$ cat src/rtl/pwr_state_ctl_pkg.sv
package pwr_state_ctl_pkg;

  // Bit 0: transmit supply on, bit 1: receive supply on.
  typedef enum logic [1:0] {
    PS_SLEEP  = 2'b00,
    PS_TXONLY = 2'b01,
    PS_RXONLY = 2'b10,
    PS_DUPLEX = 2'b11
  } pwr_state_e;

  // Per-domain sequencer phases.
  typedef enum logic [1:0] {
    DS_OFF  = 2'b00,
    DS_WAKE = 2'b01,
    DS_ON   = 2'b10,
    DS_SAVE = 2'b11
  } dom_phase_e;

  // Top-level ordering phases.
  typedef enum logic [1:0] {
    CT_IDLE = 2'b00,
    CT_TX   = 2'b01,
    CT_RX   = 2'b10
  } ctl_phase_e;

endpackage

$ cat src/rtl/pwr_domain_seq.sv
module pwr_domain_seq
  import pwr_state_ctl_pkg::*;
#(
  parameter int SETTLE_CYC = 4,
  localparam int CNT_W = (SETTLE_CYC < 2) ? 1 : $clog2(SETTLE_CYC)
) (
  input  logic clk,
  input  logic rst_n,
  input  logic start,
  input  logic go_on,
  output logic iso_en,
  output logic sleep,
  output logic done
);

  dom_phase_e       phase_q;
  logic [CNT_W-1:0] cnt_q;
  logic             settle_last;

  assign settle_last = (cnt_q == CNT_W'(SETTLE_CYC - 1));

  always_ff @(posedge clk or negedge rst_n) begin
    if (!rst_n) begin
      phase_q <= DS_OFF;
      cnt_q   <= '0;
    end else begin
      unique case (phase_q)
        DS_OFF: begin
          if (start && go_on) begin
            phase_q <= DS_WAKE;
            cnt_q   <= '0;
          end
        end
        DS_WAKE: begin
          if (settle_last) phase_q <= DS_ON;
          else             cnt_q   <= cnt_q + 1'b1;
        end
        DS_ON: begin
          if (start && !go_on) phase_q <= DS_SAVE;
        end
        DS_SAVE: phase_q <= DS_OFF;
        default: phase_q <= DS_OFF;
      endcase
    end
  end

  // Isolation is held only in the fully off phase; sleep is released only when on.
  assign iso_en = (phase_q == DS_OFF);
  assign sleep  = (phase_q != DS_ON);
  assign done   = ((phase_q == DS_WAKE) && settle_last) || (phase_q == DS_SAVE);

endmodule

$ cat src/rtl/pwr_rail_model.sv
module pwr_rail_model (
  input  logic clk,
  input  logic rst_n,
  input  logic iso_en,
  output logic sw_en,
  output logic pwr_ok
);

  // The supply switch conducts only while isolation is released.
  assign sw_en = ~iso_en;

  always_ff @(posedge clk or negedge rst_n) begin
    if (!rst_n) pwr_ok <= 1'b0;
    else        pwr_ok <= sw_en;
  end

endmodule

$ cat src/rtl/pwr_state_ctl.sv
module pwr_state_ctl
  import pwr_state_ctl_pkg::*;
#(
  parameter int SETTLE_CYC = 4
) (
  input  logic       clk,
  input  logic       rst_n,
  input  logic       req_valid,
  output logic       req_ready,
  input  logic [1:0] req_state,
  output logic       busy,
  output logic [1:0] cur_state,
  output logic       tx_iso_en,
  output logic       tx_sleep,
  output logic       tx_sw_en,
  output logic       tx_pwr_ok,
  output logic       rx_iso_en,
  output logic       rx_sleep,
  output logic       rx_sw_en,
  output logic       rx_pwr_ok,
  output logic       gnd_ok
);

  localparam int NDOM  = 2;
  localparam int TX_IX = 0;
  localparam int RX_IX = 1;

  ctl_phase_e      ctl_q;
  logic [1:0]      tgt_q;
  logic [1:0]      cur_q;
  logic            accept;
  logic [NDOM-1:0] chg_req, chg_tgt;
  logic [NDOM-1:0] d_start, d_go, d_done, d_iso, d_sleep, d_sw, d_ok;

  assign accept  = req_valid && (ctl_q == CT_IDLE);
  assign chg_req = req_state ^ cur_q;
  assign chg_tgt = tgt_q ^ cur_q;

  // Transmit always starts from the accept edge; receive either from accept
  // (when transmit is untouched) or on completion of the transmit sequence.
  assign d_start[TX_IX] = accept && chg_req[TX_IX];
  assign d_start[RX_IX] = (accept && !chg_req[TX_IX] && chg_req[RX_IX]) ||
                          ((ctl_q == CT_TX) && d_done[TX_IX] && chg_tgt[RX_IX]);
  assign d_go[TX_IX]    = req_state[TX_IX];
  assign d_go[RX_IX]    = (ctl_q == CT_IDLE) ? req_state[RX_IX] : tgt_q[RX_IX];

  for (genvar g = 0; g < NDOM; g++) begin : g_dom
    pwr_domain_seq #(.SETTLE_CYC(SETTLE_CYC)) u_seq (
      .clk    (clk),
      .rst_n  (rst_n),
      .start  (d_start[g]),
      .go_on  (d_go[g]),
      .iso_en (d_iso[g]),
      .sleep  (d_sleep[g]),
      .done   (d_done[g])
    );
    pwr_rail_model u_rail (
      .clk    (clk),
      .rst_n  (rst_n),
      .iso_en (d_iso[g]),
      .sw_en  (d_sw[g]),
      .pwr_ok (d_ok[g])
    );
  end

  always_ff @(posedge clk or negedge rst_n) begin
    if (!rst_n) begin
      ctl_q <= CT_IDLE;
      tgt_q <= PS_SLEEP;
      cur_q <= PS_SLEEP;
    end else begin
      unique case (ctl_q)
        CT_IDLE: begin
          if (accept) begin
            tgt_q <= req_state;
            if (chg_req[TX_IX])      ctl_q <= CT_TX;
            else if (chg_req[RX_IX]) ctl_q <= CT_RX;
          end
        end
        CT_TX: begin
          if (d_done[TX_IX]) begin
            if (chg_tgt[RX_IX]) ctl_q <= CT_RX;
            else begin
              ctl_q <= CT_IDLE;
              cur_q <= tgt_q;
            end
          end
        end
        CT_RX: begin
          if (d_done[RX_IX]) begin
            ctl_q <= CT_IDLE;
            cur_q <= tgt_q;
          end
        end
        default: ctl_q <= CT_IDLE;
      endcase
    end
  end

  assign busy      = (ctl_q != CT_IDLE);
  assign req_ready = ~busy;
  assign cur_state = cur_q;
  assign tx_iso_en = d_iso[TX_IX];
  assign tx_sleep  = d_sleep[TX_IX];
  assign tx_sw_en  = d_sw[TX_IX];
  assign tx_pwr_ok = d_ok[TX_IX];
  assign rx_iso_en = d_iso[RX_IX];
  assign rx_sleep  = d_sleep[RX_IX];
  assign rx_sw_en  = d_sw[RX_IX];
  assign rx_pwr_ok = d_ok[RX_IX];
  assign gnd_ok    = 1'b1;

endmodule

$ cat config.mk
export PLATFORM = sky130hd
export DESIGN_NAME = pwr_state_ctl
export DESIGN_NICKNAME = d
export VERILOG_FILES = /design/src/rtl/pwr_state_ctl_pkg.sv /design/src/rtl/pwr_domain_seq.sv /design/src/rtl/pwr_rail_model.sv /design/src/rtl/pwr_state_ctl.sv
export SDC_FILE = /design/constraint.sdc
export NUM_CORES = 1
export LEC_CHECK = 0
export CORE_MARGIN = 5
export CORE_UTILIZATION = 28
export DETAILED_ROUTE_END_ITERATION = 10
export PLACE_DENSITY = 0.56
export SYNTH_ARGS = -nofsm -noshare
export SYNTH_HDL_FRONTEND = slang
export SYNTH_SLANG_ARGS = --single-unit
$ cat constraint.sdc
create_clock -name clk -period 2.5 [get_ports clk]
set_clock_uncertainty 0.1 [all_clocks]
set_input_delay 0.5 -clock clk [delete_from_list [all_inputs] [get_ports clk]]
set_output_delay 0.5 -clock clk [all_outputs]
set_load 0.02 [all_outputs]
# Word level (Yosys, flattened, before mapping)
# Cells that the tools add are included.
dict set report totals {
  reg_bits 16
}
dict set report classes {
  mux 26
  reduce_logical 32
  n_addsub 2
  eq_ne 25
  bitwise_logic 5
}
# cell count
set op_table {}
lappend op_table {{$mux 2} 19}
lappend op_table {{$ne 2x2->1 const B} 8}
lappend op_table {{$pmux 2 s4} 2}
lappend op_table {{$eq 2x2->1 const B} 7}
lappend op_table {{$logic_and 1x1->1} 12}
lappend op_table {{$ne 2x1->1 const B} 6}
lappend op_table {{$pmux 2 s2} 3}
lappend op_table {{$reduce_and 3->1} 4}
lappend op_table {{$reduce_and 4->1} 2}
lappend op_table {{$reduce_bool 2->1} 4}
lappend op_table {{$eq 2x1->1 const B} 3}
lappend op_table {{$logic_not 2->1} 3}
lappend op_table {{$pmux 2 s3} 1}
lappend op_table {{$add 2x1->2 const B} 2}
lappend op_table {{$xor 2x2->2} 2}
lappend op_table {{$logic_not 1->1} 3}
lappend op_table {{$logic_or 1x1->1} 3}
lappend op_table {{$ne 3x3->1 const B} 1}
lappend op_table {{$not 1->1} 3}
lappend op_table {{$reduce_and 2->1} 1}
lappend op_table {{$mux 1} 1}

# Logic depth before layout (Yosys ltp)
# Gate-level depths: netlist (run 1).
dict set report logic_depth {
  ltp_word 9
  ltp_mapped 7
}

# Modules after synthesis
# A second synthesis (run 1) with hierarchy kept.
dict set report unflattened {
  hier_cells 103
  hier_area_um2 1064.8
}
# module seq_area_each_um2 cells_each area_per_inst_um2 instances
set by_module_without_submodules {}
lappend by_module_without_submodules {pwr_state_ctl 150.1 37 380.4 1}
lappend by_module_without_submodules {{pwr_domain_seq at g_dom[1].u_seq} 100.1 33 325.3 1}
lappend by_module_without_submodules {{pwr_domain_seq at g_dom[0].u_seq} 100.1 29 301.5 1}
lappend by_module_without_submodules {pwr_rail_model 25.0 2 28.8 2}

# Worst setup path before layout (run 1)
# OpenSTA, ideal clock, no wires.
dict set report synth_path {
  kind {flip-flop to flip-flop}
  start {register ctl_q[0]}
  end {register g_dom[1].u_seq.phase_q[1]}
  slack_ns 0.437
  stages_incl_launch_ff 6
  required_time_ns 2.272
  synth_period_minus_slack_ns 2.063
  t_arrival_ns 1.835
  setup_ns 0.128
  path_cell_list {dfrtp_1 -> nor2_1 -> mux2_2 -> mux2i_1 -> a31oi_1 -> mux2_1}
}
dict set report synth_between {
  elab_chain_cells 8
  elab_cells_between_ends 15
  cone_classes {eq/ne: 3; mux: 1; reduce/logical: 11}
}
# element line_no
set synth_lines {}
lappend synth_lines {{from (decl)} pwr_state_ctl.sv:28} ;# ctl_phase_e ctl_q;
lappend synth_lines {{from (signal assigned)} pwr_state_ctl.sv:68} ;# ctl_q <= CT_IDLE;
lappend synth_lines {{from (signal assigned)} pwr_state_ctl.sv:76} ;# if (chg_req[TX_IX]) ctl_q <= CT_TX;
lappend synth_lines {{from (signal assigned)} pwr_state_ctl.sv:77} ;# else if (chg_req[RX_IX]) ctl_q <= CT_RX;
lappend synth_lines {{$logic_not 2->1} {pwr_state_ctl.sv:35, pwr_state_ctl.sv:45}}
lappend synth_lines {{$logic_and 1x1->1} pwr_state_ctl.sv:35} ;# assign accept = req_valid && (ctl_q == CT_IDLE);
lappend synth_lines {{$logic_and 1x1->1 (2 in a row)} pwr_state_ctl.sv:42} ;# assign d_start[RX_IX] = (accept && !chg_req[TX_IX] && chg_req[RX_IX]) ||
lappend synth_lines {{$logic_or 1x1->1} pwr_state_ctl.sv:42}
lappend synth_lines {{$logic_and 1x1->1 (on tied branches)} {pwr_domain_seq.sv:29, pwr_domain_seq.sv:39}}
lappend synth_lines {{$ne 2x2->1 (no source line) / $ne 2x1->1 (equally long branches)} -}
lappend synth_lines {{$reduce_and 3->1 (no source line) *} -}
lappend synth_lines {{to (signal assigned)} pwr_domain_seq.sv:30} ;# phase_q <= DS_WAKE;
lappend synth_lines {{to (signal assigned)} pwr_domain_seq.sv:35} ;# if (settle_last) phase_q <= DS_ON;
lappend synth_lines {{to (signal assigned)} pwr_domain_seq.sv:39} ;# if (start && !go_on) phase_q <= DS_SAVE;
lappend synth_lines {{to (decl)} pwr_domain_seq.sv:16} ;# dom_phase_e phase_q;
# Mark *: on every way between the ends. The rest lies on a longest branch, timed or not.
# A chain may end at the register's enable or synchronous reset.

# Worst setup path after layout (run 1)
dict set report layout_path {
  start {register g_dom[1].u_seq.phase_q[0]}
  end {output port rx_sleep}
}
dict set report layout_between {
  elab_chain_cells 1
}
# element line_no
set layout_lines {}
lappend layout_lines {{from (signal assigned)} pwr_domain_seq.sv:24} ;# phase_q <= DS_OFF;
lappend layout_lines {{from (signal assigned)} pwr_domain_seq.sv:30}
lappend layout_lines {{from (signal assigned)} pwr_domain_seq.sv:35}
lappend layout_lines {{$ne 2x2->1} pwr_domain_seq.sv:49} ;# assign sleep = (phase_q != DS_ON);
lappend layout_lines {{to (decl)} pwr_state_ctl.sv:18} ;# output logic rx_sleep,
# Every way passes these cells.

==> results.tsv, run 1 <==
metric	value	unit
fp.dieArea	4970	sq um
syn_area	1020	sq um
p_leak	0.000615	uW
multiInputGateArea	574	sq um
grt_pass1_vias	818	
htree_levels	1	
clock.fmax	435	MHz
grt_max_degree	17	
cts.path.max_buffers	2	
syn_inst	106	
syn_to_final_growth	28.8	%
synth_area_leader_cell	dfrtp_1	
core_area	3610	sq um
antenna_found_initial	0	
arrival	1700	ps
crit_path_end_kind	output port	
die_h	70.5	um
slew_viol_final	0	
grt_pass1_wl	3720	um
path_cells	inv_1 -> ha_1 -> inv_1 -> clkdlybuf4s50_1	
grt_overflow	0	
crit_slowest_cell	clkdlybuf4s50_1	
grt_setup_unrepaired	no	
fin_setup_tns	0	ps
relSlewSlack	0.516	
slowest_delay	610	ps
synth.distinct_cells	35	
async_flop_share	1.00	
finalSetupViolCount	0	
status	complete, no violations	
synthTopCellsByCount	dfrtp_1, ha_1, inv_1, nand2_1, nor2_1	
path_common_cell	inv_1	
grt_use_total	0.0913	
syn_nets	121	
synth-edff-count	0	
fillers	345	
ys_seq_area_frac	0.391	
post_cts_buffers	0	
wl	2040	um
dp_hpwl	1590	um
yosys_warnings	0	
ff_latch_area	400	sq um
post-synth-top-count-cell	dfrtp_1	
final.period_utilization	0.920	
detail-route-antenna-nets	0	
clkTransAtPathRegs	60	ps
drtIter0Drc	20	
nets	144	
critPathRequiredTime	1900	ps
io_pins	18	
hold_viol	0	
whs	410	ps
routabilityCongestion	0.803	
cp-start-kind	flip-flop	
synth.area.top_cells	dfrtp_1, ha_1, mux2_2, inv_1, a21oi_1	
cp_max_fo	6	
syn_area_per_cell	9.67	sq um
start_util	0.284	
rows	22	
die_w	70.5	um
tightest_slew	724	ps
firstDrtPassIters	3	
netlist.area_leader.share	0.391	
peakVddDrop	638	uV
post-route-drc-count	0	
via_count	783	
routedWlPerCell	11.6	um
diodes	0	
yosys_most_used_dff	dfrtp_1	
clk_latency	250	ps
numPortBuffers	16	
synth_seq_cells	16	
cap_violations	0	
cellPowerDensity	1400	nW/um^2
numCtsBuffers	3	
vias_per_cell	4.45	
cts_sinks	16	
min_path_type	reg2reg	
crit_type	reg2out	
tritoncts	built	
cts_root_buf	clkbuf_8	
period_needed	2300	ps
drive_gt1_frac	0.133	
repair_timing:
item                                    4_1_cts  5_1_grt
resized for setup                             0        1
hold buffers                                  0        0
endpoints found under the setup margin        0        1
layout by cell type, fill, tap and decap left out, types with 3 or more instances in the layout:
cell type / n
nor2_1: 7
a21oi_1: 6
inv_1: 10
nand2b_1: 3
nand2_1: 8
nor2b_1: 3
dfrtp_1: 16
buf_4: 4
ha_1: 10
o21ai_0: 4
clkdlybuf4s50_1: 15
clkbuf_8: 4
mux2_2: 5
metal layers:
metal	up-vias	wire, um	global-route usage
li1	408	-	-
met4	0	25	0.0340
met1	358	1060	0.122
met5	-	0	0
met3	4	84	0.0245
met2	13	875	0.140
worst max-delay path, delay by kind of cell, from the launching register on:
kind / cells / cell delay, ps
adders and majority gates: 1 / 230
buffers and inverters: 3 / 780
DFF: 1 / 450
metrics by stage:
stage                     cells  area [sq um]  power [uW]  utilization  setup slack [ps]
after global placement      172          1260        1620        0.350              44.6
after floorplan             106          1020        1240            -               437
after CTS                   176          1320        1880        0.365              36.8
after detailed placement    172          1260        1640        0.350              27.0
after global routing        176          1320        2020        0.366              90.1
final                       176          1320        1850        0.366               199
state kept, by name, indices dropped and copies added, names as in the netlist:
| signal | count |
|---|---|
| g_dom.u_seq.phase_q | 4 |
| cur_state | 2 |
| ctl_q | 2 |
| g_dom.u_rail.pwr_ok | 2 |
| tgt_q | 2 |
| g_dom.u_seq.cnt_q | 4 |
cell type report:
cell class	instances	area share
Inverter	10	0.0284
Tap cell	48	0.0455
Timing Repair Buffer	20	0.146
Multi-Input combinational cell	78	0.435
Sequential cell	16	0.303
Clock buffer	4	0.0417
where the power goes:
part | switching (uW) | total, uW | leakage, uW | internal (uW)
registers | 119 | 499 | 0.000199 | 381
logic | 570 | 1120 | 0.000387 | 553
clock network | 87.0 | 227 | 0.0000288 | 140
kinds of logic (layout without fill, tap and decap cells):
logic type      count (synthesis)  after routing  share of synthesized area
mux                             9              9                     0.0965
compound gates                 22             22                      0.143
fa+ha+maj                      10             10                      0.122
simple gates                   33             33                      0.170
buf+inv                        12             34                     0.0488
xor+xnor                        3              3                     0.0256
flops                          16             16                      0.391
other cells                     1              1                    0.00366
path summary, 6_finish.rpt:
| check | from | end | slack (ps) | depth (start not counted) |
|---|---|---|---|---|
| min | ctl_q[1] | ctl_q[0] | 410 | 1 |
| min in group asynchronous | rst_n | g_dom[0].u_rail.pwr_ok | 590 | 1 |
| max in group asynchronous | rst_n | g_dom[1].u_seq.cnt_q[0] | 1260 | 1 |
| min reg2reg | ctl_q[1] | ctl_q[0] | 410 | 1 |
| max | g_dom[1].u_seq.phase_q[0] | rx_sleep | 200 | 4 |
| max reg2reg | g_dom[0].u_seq.cnt_q[0] | g_dom[1].u_seq.phase_q[1] | 350 | 6 |
(Power assumes the default switching activity.)
==> run 2, diff against run 1 <==
--- a/config.mk
+++ b/config.mk
@@ -5,9 +5,11 @@
 export SDC_FILE = /design/constraint.sdc
 export NUM_CORES = 1
 export LEC_CHECK = 0
+export CORE_ASPECT_RATIO = 0.9
 export CORE_MARGIN = 5
 export CORE_UTILIZATION = 28
 export DETAILED_ROUTE_END_ITERATION = 10
+export GPL_TIMING_DRIVEN = 0
 export PLACE_DENSITY = 0.56
 export SYNTH_ARGS = -nofsm -noshare
 export SYNTH_HDL_FRONTEND = slang
==> run 2 against run 1 <==
  * First-iteration DRC count grew 10%
  * Critical path depth up 3
  * Critical endpoint is now g_dom[0].u_seq.phase_q[1]
  * Final cell count decreased by 4.0%
  * Via count up 1.7%
  * Sequential cell count is the same
  * Final area shrank 2.7%
  * Setup slack got worse by 50 ps
  * Routed wire length is 3.5% higher
  * Sequential power down 1%
  * Non-clock buffer count fell by 2
  * Die area is essentially flat
  * Register-to-register slack worse by 40 ps
==> results.tsv, run 2 (synthesized netlist as in run 1, its figures left out) <==
metric	value	unit	change
status	complete, no violations		unchanged
detail-route-antenna-nets	0		unchanged
die_w	73.8	um	was 70.5 um
crit_path_end_kind	flip-flop		was output port
grt_pass1_wl	3750	um	was 3720 um
total_power	1810	uW	was 1850 uW
antenna_found_initial	0		unchanged
tritoncts	built		unchanged
rows	20		was 22
grt_pass1_vias	820		was 818
clkTransAtPathRegs	60	ps	about the same
die_h	67.4	um	was 70.5 um
wl_met2	1030	um	was 875 um
cellPowerDensity	1410	nW/um^2	was 1400 nW/um^2
post_cts_buffers	0		unchanged
finalSetupViolCount	0		unchanged
cts_sinks	16		unchanged
core_area	3450	sq um	was 3610 sq um
start_util	0.297		was 0.284
p_sw	785	uW	was 776 uW
numPortBuffers	16		unchanged
m1WireLength	946	um	was 1060 um
via_count	796		was 783
utilization	0.372		was 0.366
mostFrequentLayoutCells	dfrtp_1, clkdlybuf4s50_1, inv_1, ha_1, nand2_1		unchanged
p_int	1020	uW	was 1070 uW
p_clk_frac	0.107		was 0.123
path_cells	clkdlybuf4s50_1 -> or3b_1 -> buf_2 -> o21ai_1 -> a21oi_1 -> nor2_1 -> mux2_1		was inv_1 -> ha_1 -> inv_1 -> clkdlybuf4s50_1
worst_slack	150	ps	was 199 ps
p_sw_frac	0.434		was 0.420
cp_max_fo	5		was 6
diodes	0		unchanged
hold_viol	0		unchanged
dr_wl_met3	86	um	was 84 um
peakVddDrop	492	uV	was 638 uV
seqPwrFrac	0.273		was 0.270
arrival	2390	ps	was 1700 ps
routabilityCongestion	0.758		was 0.803
final_common_cell	dfrtp_1		unchanged
io_pins	18		unchanged
crit_type	in2reg		was reg2out
critPathRequiredTime	2540	ps	was 1900 ps
crit_slowest_cell	clkdlybuf4s50_1		unchanged
dp_slack	-97.5	ps	was 27.0 ps
clock.fmax	425	MHz	was 435 MHz
grt_max_degree	17		unchanged
min_path_type	reg2reg		unchanged
ctsHoldBuffers	0		unchanged
clk_latency	250	ps	about the same
syn_to_final_growth	25.3	%	was 28.8%
grt_overflow	0		unchanged
period_needed	2350	ps	was 2300 ps
post-route-drc-count	0		unchanged
vias_per_cell	4.71		was 4.45
p_leak	0.000596	uW	was 0.000615 uW
drive_gt1_frac	0.112		was 0.133
wl	2110	um	was 2040 um
fin_setup_tns	0	ps	unchanged
slowest_delay	490	ps	was 610 ps
nets	142		was 144
cp-start-kind	input pin		was flip-flop
top_regs	g_dom.u_seq.cnt_q x4, g_dom.u_seq.phase_q x4		unchanged
fp.dieArea	4970	sq um	about the same
top_layer	met4		unchanged
cts_root_buf	clkbuf_8		unchanged
firstDrtPassIters	4		was 3
final.period_utilization	0.940		was 0.920
dp_hpwl	1640	um	was 1590 um
grt_setup_unrepaired	no		unchanged
htree_levels	1		unchanged
slew_viol_final	0		unchanged
cap_violations	0		unchanged
cts.path.max_buffers	2		unchanged
relSlewSlack	0.505		was 0.516
numCtsBuffers	3		unchanged
grt_use_total	0.0974		was 0.0913
placed_area	1240	sq um	was 1260 sq um
drtIter0Drc	22		was 20
comb_power_share	0.620		was 0.607
design_area	1280	sq um	was 1320 sq um
tightest_slew	741	ps	was 724 ps
routedWlPerCell	12.5	um	was 11.6 um
-- run 2: cell count changes in the layout (fill, tap and decap cells not counted), sizes merged --
cell    before  now
buf          4    2
clkbuf       4    3
-- run 2: power by group through the flow --
stage	registers (uW)	logic [uW]	clock network [uW]
3_3_place_gp	492	1090	0
5_1_grt	511	1250	211
6_report	494	1120	193
4_1_cts	494	1140	200
2_1_floorplan	516	721	0
3_5_place_dp	498	1130	0
-- run 2: layout make-up --
class                   instances  area, sq um
multi-input cells              78          574
well taps                      44         55.1
plain buffers                   2         12.5
clock buffers                   3         41.3
fillers                       347         2170
inverters                      10         37.5
flip-flops and latches         16          400
repair buffers                 16          163
-- run 2: worst max-delay path: cells and delay by family --
family	cells	cell delay, ps
AOI/OAI and AO/OA	2	390
buffers and inverters	2	650
and+or+nand+nor	2	510
muxes	1	340
-- run 2: worst paths after layout --
check                                               start                         to  slack (ps)  depth (start not counted)
worst max-delay path                            req_valid  g_dom[0].u_seq.phase_q[1]         150                          7
worst max register to register  g_dom[0].u_seq.phase_q[1]  g_dom[1].u_seq.phase_q[1]         310                          7
worst min register to register                   ctl_q[1]                   ctl_q[0]         400                          1
worst min-delay path                             ctl_q[1]                   ctl_q[0]         400                          1
min in group asynchronous                           rst_n  g_dom[0].u_seq.phase_q[1]         590                          1
max in group asynchronous                           rst_n                   ctl_q[1]        1240                          1
-- run 2: through the flow --
| stage | std cells | hold WS [ps] |
|---|---|---|
| 2_1_floorplan | 106 | 104 |
| 3_3_place_gp | 166 | 381 |
| 3_5_place_dp | 166 | 396 |
| 4_1_cts | 169 | 405 |
| 5_1_grt | 169 | 421 |
| 6_report | 169 | 397 |
-- run 2: repair_timing --
item	4_1_cts	5_1_grt
resized for setup	0	1
setup endpoints to repair	0	1
endpoints found under the hold margin	0	0
-- run 2: layer usage --
metal  track usage  vias up
li1              -      402
met1         0.114      369
met2         0.160       18
met3        0.0313        7
met4        0.0475        0
met5             0        -
